File: config.mk
export PLATFORM = sky130hd
export DESIGN_NAME = twin_master_mem_ctrl
export DESIGN_NICKNAME = d
export VERILOG_FILES = /design/src/rtl/twin_mem_pkg.sv /design/src/rtl/strobe_sync.sv /design/src/rtl/host_port.sv /design/src/rtl/rr_arb.sv /design/src/rtl/mem_seq.sv /design/src/rtl/twin_master_mem_ctrl.sv
export SDC_FILE = /design/constraint.sdc
export NUM_CORES = 1
export LEC_CHECK = 0
export ABC_AREA = 1
export CORE_ASPECT_RATIO = 1.75
export CORE_MARGIN = 3
export CORE_UTILIZATION = 42
export CTS_BUF_LIST = sky130_fd_sc_hd__clkbuf_4 sky130_fd_sc_hd__clkbuf_8 sky130_fd_sc_hd__clkbuf_16
export DETAILED_ROUTE_END_ITERATION = 16
export PLACE_DENSITY = 0.81
export SLEW_MARGIN = 20
export SYNTH_ARGS = -nofsm -noshare
export SYNTH_HDL_FRONTEND = slang
export SYNTH_SLANG_ARGS = --single-unit
export TNS_END_PERCENT = 50
File: constraint.sdc
create_clock -name clk -period 2 [get_ports clk]
set_clock_uncertainty 0.1 [all_clocks]
set_input_delay 0.4 -clock clk [delete_from_list [all_inputs] [get_ports clk]]
set_output_delay 0.4 -clock clk [all_outputs]
set_load 0.05 [all_outputs]
File: src/rtl/twin_mem_pkg.sv
`timescale 1ns/1ps
package twin_mem_pkg;

  parameter int unsigned WORD_W  = 16;
  parameter int unsigned CELL_W  = 20;
  parameter int unsigned WADDR_W = 13;

  typedef enum logic [1:0] {HS_IDLE, HS_WAIT, HS_PRES, HS_ACK} hs_state_e;
  typedef enum logic [1:0] {SQ_IDLE, SQ_BUSY, SQ_DONE} sq_state_e;

  // host is chosen when it asks and either the cpu is silent or it is not the cpu's turn
  function automatic logic host_takes(input logic h, input logic c, input logic cpu_turn);
    return h && (!c || !cpu_turn);
  endfunction

  // widen a data word to an array cell with the spare top bits cleared
  function automatic logic [CELL_W-1:0] pad_cell(input logic [WORD_W-1:0] w);
    return {{(CELL_W-WORD_W){1'b0}}, w};
  endfunction

  // fixed-latency completion test
  function automatic logic lat_reached(input int unsigned cnt, input int unsigned lat);
    return cnt == lat;
  endfunction

endpackage

File: src/rtl/strobe_sync.sv
`timescale 1ns/1ps
module strobe_sync #(
  parameter int unsigned STAGES = 2
) (
  input  logic clk,
  input  logic rst_n,
  input  logic d_async,
  output logic q_sync
);
  logic [STAGES-1:0] chain;

  generate
    for (genvar i = 0; i < STAGES; i++) begin : g_stage
      if (i == 0) begin : g_first
        always_ff @(posedge clk) begin
          if (!rst_n) chain[0] <= 1'b0;
          else        chain[0] <= d_async;
        end
      end else begin : g_next
        always_ff @(posedge clk) begin
          if (!rst_n) chain[i] <= 1'b0;
          else        chain[i] <= chain[i-1];
        end
      end
    end
  endgenerate

  assign q_sync = chain[STAGES-1];
endmodule

File: src/rtl/host_port.sv
`timescale 1ns/1ps
module host_port
  import twin_mem_pkg::*;
#(
  parameter int unsigned AW = WADDR_W,
  parameter int unsigned DW = WORD_W,
  parameter int unsigned SYNC_STAGES = 2
) (
  input  logic          clk,
  input  logic          rst_n,
  input  logic          msyn_async,
  input  logic [AW:0]   byte_addr,
  input  logic          dir_wr,
  input  logic          split_req,
  input  logic [DW-1:0] wr_word,
  input  logic          xfer_done,
  input  logic [DW-1:0] rd_word,
  output logic          acc_req,
  output logic          acc_we,
  output logic [AW-1:0] acc_addr,
  output logic [DW-1:0] acc_wdata,
  output logic          ssyn,
  output logic [DW-1:0] dout,
  output logic          doe
);
  hs_state_e     state;
  logic          msyn_s;
  logic          we_q;
  logic [DW-1:0] dout_q;
  logic          ignored_unused;

  strobe_sync #(.STAGES(SYNC_STAGES)) u_sync (
    .clk     (clk),
    .rst_n   (rst_n),
    .d_async (msyn_async),
    .q_sync  (msyn_s)
  );

  // byte select and split-cycle line carry no meaning for word-only transfers
  assign ignored_unused = ^{byte_addr[0], split_req};

  always_ff @(posedge clk) begin
    if (!rst_n) begin
      state  <= HS_IDLE;
      we_q   <= 1'b0;
      dout_q <= '0;
    end else begin
      case (state)
        HS_IDLE: if (msyn_s) begin
          we_q  <= dir_wr;
          state <= HS_WAIT;
        end
        HS_WAIT: if (xfer_done) begin
          if (!we_q) dout_q <= rd_word;
          state <= HS_PRES;
        end
        HS_PRES: state <= HS_ACK;
        HS_ACK:  if (!msyn_s) state <= HS_IDLE;
        default: state <= HS_IDLE;
      endcase
    end
  end

  assign acc_req   = (state == HS_WAIT);
  assign acc_we    = we_q;
  assign acc_addr  = byte_addr[AW:1];
  assign acc_wdata = wr_word;
  assign ssyn      = (state == HS_ACK);
  assign doe       = (state == HS_ACK) && !we_q;
  assign dout      = dout_q;

  a_r3_drive_only_read: assert property (@(posedge clk) disable iff (!rst_n)
    doe |-> (ssyn && !acc_we));
  a_r3_data_before_reply: assert property (@(posedge clk) disable iff (!rst_n)
    $rose(ssyn) |-> $stable(dout));
  a_r4_reply_held: assert property (@(posedge clk) disable iff (!rst_n)
    (ssyn && msyn_s) |=> ssyn);
  a_r10_no_early_req: assert property (@(posedge clk) disable iff (!rst_n)
    $rose(acc_req) |-> $past(msyn_s));
endmodule

File: src/rtl/rr_arb.sv
`timescale 1ns/1ps
module rr_arb
  import twin_mem_pkg::*;
(
  input  logic clk,
  input  logic rst_n,
  input  logic take,
  input  logic req_h,
  input  logic req_c,
  output logic gnt_h,
  output logic gnt_c
);
  logic cpu_turn;

  assign gnt_h = take && host_takes(req_h, req_c, cpu_turn);
  assign gnt_c = take && req_c && !host_takes(req_h, req_c, cpu_turn);

  always_ff @(posedge clk) begin
    if (!rst_n)     cpu_turn <= 1'b0;
    else if (gnt_h) cpu_turn <= 1'b1;
    else if (gnt_c) cpu_turn <= 1'b0;
  end

  a_r6_host_on_tie: assert property (@(posedge clk) disable iff (!rst_n)
    (take && req_h && req_c && !cpu_turn) |-> gnt_h);
  a_r7_cpu_on_tie: assert property (@(posedge clk) disable iff (!rst_n)
    (take && req_h && req_c && cpu_turn) |-> gnt_c);
  a_r7_turn_passes: assert property (@(posedge clk) disable iff (!rst_n)
    gnt_h |=> cpu_turn);
  a_r8_single_grant: assert property (@(posedge clk) disable iff (!rst_n)
    $onehot0({gnt_h, gnt_c}));
endmodule

File: src/rtl/mem_seq.sv
`timescale 1ns/1ps
module mem_seq
  import twin_mem_pkg::*;
#(
  parameter int unsigned AW  = WADDR_W,
  parameter int unsigned DW  = WORD_W,
  parameter int unsigned MW  = CELL_W,
  parameter int unsigned LAT = 2
) (
  input  logic          clk,
  input  logic          rst_n,
  input  logic          gnt_h,
  input  logic          gnt_c,
  input  logic [AW-1:0] h_addr,
  input  logic          h_we,
  input  logic [DW-1:0] h_wdata,
  input  logic [AW-1:0] c_addr,
  input  logic          c_we,
  input  logic [DW-1:0] c_wdata,
  input  logic [MW-1:0] mem_rdata,
  output logic          take,
  output logic          mem_req,
  output logic          mem_we,
  output logic [AW-1:0] mem_addr,
  output logic [MW-1:0] mem_wdata,
  output logic [DW-1:0] rd_q,
  output logic          done_h,
  output logic          done_c
);
  localparam int unsigned CNT_W = $clog2(LAT + 1);

  sq_state_e      state;
  logic           owner_h;
  logic [CNT_W-1:0] cnt;
  logic           lat_hit;
  logic           ignored_unused;

  assign ignored_unused = ^mem_rdata[MW-1:DW];
  assign take    = (state == SQ_IDLE);
  assign lat_hit = (state == SQ_BUSY) && lat_reached(32'(cnt), LAT);

  always_ff @(posedge clk) begin
    if (!rst_n) begin
      state     <= SQ_IDLE;
      owner_h   <= 1'b0;
      cnt       <= '0;
      mem_req   <= 1'b0;
      mem_we    <= 1'b0;
      mem_addr  <= '0;
      mem_wdata <= '0;
      rd_q      <= '0;
    end else begin
      case (state)
        SQ_IDLE: begin
          if (gnt_h || gnt_c) begin
            owner_h   <= gnt_h;
            mem_addr  <= gnt_h ? h_addr : c_addr;
            mem_we    <= gnt_h ? h_we : c_we;
            mem_wdata <= pad_cell(gnt_h ? h_wdata : c_wdata);
            mem_req   <= 1'b1;
            cnt       <= '0;
            state     <= SQ_BUSY;
          end
        end
        SQ_BUSY: begin
          mem_req <= 1'b0;
          cnt     <= CNT_W'(cnt + 1'b1);
          if (lat_hit) begin
            if (!mem_we) rd_q <= mem_rdata[DW-1:0];
            state <= SQ_DONE;
          end
        end
        SQ_DONE: state <= SQ_IDLE;
        default: state <= SQ_IDLE;
      endcase
    end
  end

  assign done_h = (state == SQ_DONE) && owner_h;
  assign done_c = (state == SQ_DONE) && !owner_h;

  a_r8_one_pulse: assert property (@(posedge clk) disable iff (!rst_n)
    mem_req |=> !mem_req);
  a_r8_hold_fields: assert property (@(posedge clk) disable iff (!rst_n)
    (!take && !mem_req && $past(!take)) |-> ($stable(mem_addr) && $stable(mem_we) && $stable(mem_wdata)));
  a_r8_no_overlap: assert property (@(posedge clk) disable iff (!rst_n)
    mem_req |-> !(done_h || done_c));
  a_r2_top_bits_zero: assert property (@(posedge clk) disable iff (!rst_n)
    mem_req |-> (mem_wdata[MW-1:DW] == '0));
endmodule

File: src/rtl/twin_master_mem_ctrl.sv
`timescale 1ns/1ps
module twin_master_mem_ctrl
  import twin_mem_pkg::*;
#(
  parameter int unsigned MEM_LAT = 2
) (
  input  logic               clk,
  input  logic               rst_n,
  input  logic               hb_msyn,
  input  logic [WADDR_W:0]   hb_addr,
  input  logic               hb_c1,
  input  logic               hb_c0,
  input  logic [WORD_W-1:0]  hb_din,
  output logic [WORD_W-1:0]  hb_dout,
  output logic               hb_doe,
  output logic               hb_ssyn,
  input  logic               cp_req,
  input  logic               cp_we,
  input  logic [WADDR_W-1:0] cp_addr,
  input  logic [WORD_W-1:0]  cp_wdata,
  output logic [WORD_W-1:0]  cp_rdata,
  output logic               cp_ack,
  output logic               mem_req,
  output logic               mem_we,
  output logic [WADDR_W-1:0] mem_addr,
  output logic [CELL_W-1:0]  mem_wdata,
  input  logic [CELL_W-1:0]  mem_rdata
);
  logic               h_req, h_we;
  logic [WADDR_W-1:0] h_addr;
  logic [WORD_W-1:0]  h_wdata;
  logic               take, gnt_h, gnt_c, done_h, done_c;
  logic [WORD_W-1:0]  rd_q;

  host_port #(.AW(WADDR_W), .DW(WORD_W), .SYNC_STAGES(2)) u_host (
    .clk        (clk),
    .rst_n      (rst_n),
    .msyn_async (hb_msyn),
    .byte_addr  (hb_addr),
    .dir_wr     (hb_c1),
    .split_req  (hb_c0),
    .wr_word    (hb_din),
    .xfer_done  (done_h),
    .rd_word    (rd_q),
    .acc_req    (h_req),
    .acc_we     (h_we),
    .acc_addr   (h_addr),
    .acc_wdata  (h_wdata),
    .ssyn       (hb_ssyn),
    .dout       (hb_dout),
    .doe        (hb_doe)
  );

  rr_arb u_arb (
    .clk   (clk),
    .rst_n (rst_n),
    .take  (take),
    .req_h (h_req),
    .req_c (cp_req),
    .gnt_h (gnt_h),
    .gnt_c (gnt_c)
  );

  mem_seq #(.AW(WADDR_W), .DW(WORD_W), .MW(CELL_W), .LAT(MEM_LAT)) u_seq (
    .clk       (clk),
    .rst_n     (rst_n),
    .gnt_h     (gnt_h),
    .gnt_c     (gnt_c),
    .h_addr    (h_addr),
    .h_we      (h_we),
    .h_wdata   (h_wdata),
    .c_addr    (cp_addr),
    .c_we      (cp_we),
    .c_wdata   (cp_wdata),
    .mem_rdata (mem_rdata),
    .take      (take),
    .mem_req   (mem_req),
    .mem_we    (mem_we),
    .mem_addr  (mem_addr),
    .mem_wdata (mem_wdata),
    .rd_q      (rd_q),
    .done_h    (done_h),
    .done_c    (done_c)
  );

  assign cp_ack   = done_c;
  assign cp_rdata = rd_q;

  a_r5_ack_pulse: assert property (@(posedge clk) disable iff (!rst_n)
    cp_ack |=> !cp_ack);
  a_r5_ack_needs_req: assert property (@(posedge clk) disable iff (!rst_n)
    $rose(mem_req) |-> $past(h_req || cp_req));
endmodule

==> out/metrics.yaml <==
final_nets: 711
intPower_uw: 3733
antenna_found_initial: 0
syn_to_final_growth_pct: 53.84
min_to: "u_host.u_sync.q_sync"
rsz0062_at_grt: "false"
crit_buf_inv: 1
post-cts-setup-buffer-count: 0
fp-row-count: 43
drc: 0
via_per_inst: 5.029
cts.root.buffer_cell: "clkbuf_16"
clock_latency_ns: 0.33
drtAntennaViolNets: 0
regArea_um2: 1481
hold_start: "u_host.u_sync.chain[0]"
chipWidth_um: 74.36
status: "complete, no violations"
die_h_um: 125.6
multiInputGateArea_um2: 1506
tritoncts: "yes"
wirelength_um: 10110
layout-drive-gt1-share: 0.1093
crit_required_ns: 1.50
numClockSinks: 74
worstPathCellList: "clkdlybuf4s50_1"
crit_path_end_kind: "output port"
grt_use_met2: 0.3872
ir_drop_v: 0.0006668
yosysWarnings: 0
max_cap_violations: 0
core_um2: 7963
fin_util: 0.6636
io_buffers: 145
cp_max_fo: 2
startpoint_type: "register"
start_util: 0.4313
grt_pass1_wl_um: 15990
total_leakage_power_uw: 0.002851
gr-max-usage-layer: "met2"
switching_power_uw: 2423
finalCritPeriodShare: 0.9826
first_pass_iters: 4
hp-class: "register to register"
ys_types: 27
worst-endpoint-arrival_ns: 1.47
worst-r2r-setup-slack_ns: 0.23
slew_headroom: 0.6398
cts_inserted_buffers: 9
setup_viol_count_final: 0
first_iter_violations: 94
grt_util_met1: 0.2224
die-area_um2: 9341
dp_slack_ns: 0.1217
critPathKind: "register to output port"
cts.path.max_buffers: 2
rr_worst_depth: 6
synth_area_um2: 3435
pwr-share-comb: 0.428
ios: 156
first_global_vias: 3591
num_vias: 3581
ys_ff_latch: 74
holdWs_ns: 0.3188
grt_use_total: 0.2193
tightest_slew_ns: 0.5394
min_period_ns: 1.965
seqPwrFrac: 0.297
crit_cells: 1
grt_max_degree: 40
fill_cells: 672
crit_family: "buffers and inverters"
fmax_mhz: 508.9
clockPowerShare: 0.275
seq_area_frac_synth: 0.4313
critPathMaxStageDelay_ns: 0.80
antenna_cells: 0
r2r-start: "u_host.state[1]"
swShare: 0.3937
syn_avg_cell_area_um2: 7.126
reg2reg_to: "u_host.dout[3]"
cts.htree.levels: 3
syn_inst: 482
clk_pin_slew_ns: 0.06
hold_viol: 0
hpwl_um: 7395
use_met3: 0.04792
wl_per_cell_um: 14.19
overflow: 0
gp_congestion: 0.8027
drv_slew: 0
powerDensity_nw_per_um2: 1165
cpMaxStageDelayCell: "clkdlybuf4s50_1"
setup_ws_ns: 0.03484
holdPathStages: 2
flip-flops by register name, summed over array words and instances, names as in the netlist, 2 cells and up:
register / cells
u_host.dout: 16
u_seq.state: 2
u_host.state: 2
u_seq.mem_addr: 13
u_seq.cnt: 2
u_seq.mem_wdata: 16
u_seq.rd_q: 16
timing repair:
action	CTS	global route
hold endpoints to repair	0	0
hold buffers	0	0
resized for setup	7	27
endpoints found under the setup margin	7	42
cell usage after synthesis (all sizes together):
master	n	area, um2
nand4	30	187.7
o21a	1	7.510
nor2	59	252.7
or2	1	6.260
o21ai	35	186.4
inv	75	281.5
clkbuf	12	45.04
nand2	74	280.3
nand3b	1	7.510
a21oi	38	190.2
buf	23	138.9
nand3	35	205.2
dfxtp	74	1481
nor3	17	85.08
conb	1	3.750
ha	6	75.07
worst reg2reg max path, stage by stage, from the launching register on:
cell	delay (ns)
dfxtp_1	0.34
inv_1	0.11
ha_1	0.41
nand2_4	0.24
nor2_8	0.30
o21ai_1	0.10
nor2_1	0.11
kinds of logic (layout without fill, tap and decap cells):
group / Yosys count / after routing / share of synthesized area
simple gates: 217 / 217 / 0.2984
buf+inv: 110 / 247 / 0.1355
compound gates: 74 / 74 / 0.1118
flops: 74 / 74 / 0.4313
fa+ha+maj: 6 / 6 / 0.02186
other cells: 1 / 4 / 0.001092
how the worst max path moves through the flow:
stage / from / to
after floorplan: u_seq.state[1] / cp_ack
after detailed placement: u_host.state[1] / u_host.dout[3]
after global routing: u_host.dout[13] / hb_dout[13]
final: u_seq.mem_addr[11] / mem_addr[11]
after global placement: cp_req / u_seq.mem_addr[12]
after CTS: u_seq.rd_q[11] / cp_rdata[11]
routing by layer:
metal	up-vias	routed length [um]
met5	-	0
met4	0	411
met3	28	693
met2	145	5281
met1	1605	3719
li1	1803	-
final cells by class:
class / instances / area share
Timing Repair Buffer: 158 / 0.3010
Multi-Input combinational cell: 301 / 0.2851
Sequential cell: 74 / 0.2804
Inverter: 75 / 0.05328
Clock buffer: 11 / 0.04665
Tap cell: 90 / 0.02131
Clock inverter: 3 / 0.01231
cell usage in the layout (no fill, tap or decap):
cell,synthesis,layout
nor2_8,1,1
nor3_1,17,17
nand4_1,30,30
nor2_2,0,1
or2_1,1,1
nand2_1,73,73
clkbuf_4,0,1
nand3b_1,1,1
clkinv_2,0,1
buf_4,5,35
nor2_1,56,55
dlymetal6s2s_1,0,26
nand3_2,1,1
bufinv_16,0,2
nand2_4,0,1
o21ai_4,1,1
inv_1,69,69
clkdlybuf4s50_1,0,86
o21ai_1,33,33
conb_1,1,4
clkbuf_16,0,9
o21ai_0,1,1
dfxtp_1,74,74
dlygate4sd2_1,0,7
nor2_4,2,2
ha_1,6,6
nand3_4,2,2
o21a_1,1,1
a21oi_1,38,38
nand3_1,32,32
clkbuf_8,0,1
inv_2,6,6
buf_12,0,4
power groups by stage:
stage	registers, uW	clock network [uW]	logic, uW
finish	1830	1690	2630
floorplan	2440	0	1200
global route	1860	1790	2850
detailed placement	1860	0	2630
global placement	1850	0	2560
CTS	1830	1720	2640
metrics by stage:
step                      cell area (um2)  power (uW)   TNS, ns  cells
final                                5284        6156         0    712
after global routing                 5284        6505         0    712
after CTS                            5214        6196         0    712
after detailed placement             4911        4494         0    698
after global placement               4911        4412         0    698
after floorplan                      3448        3643  -0.08351    485
(Power assumes the default switching activity.)
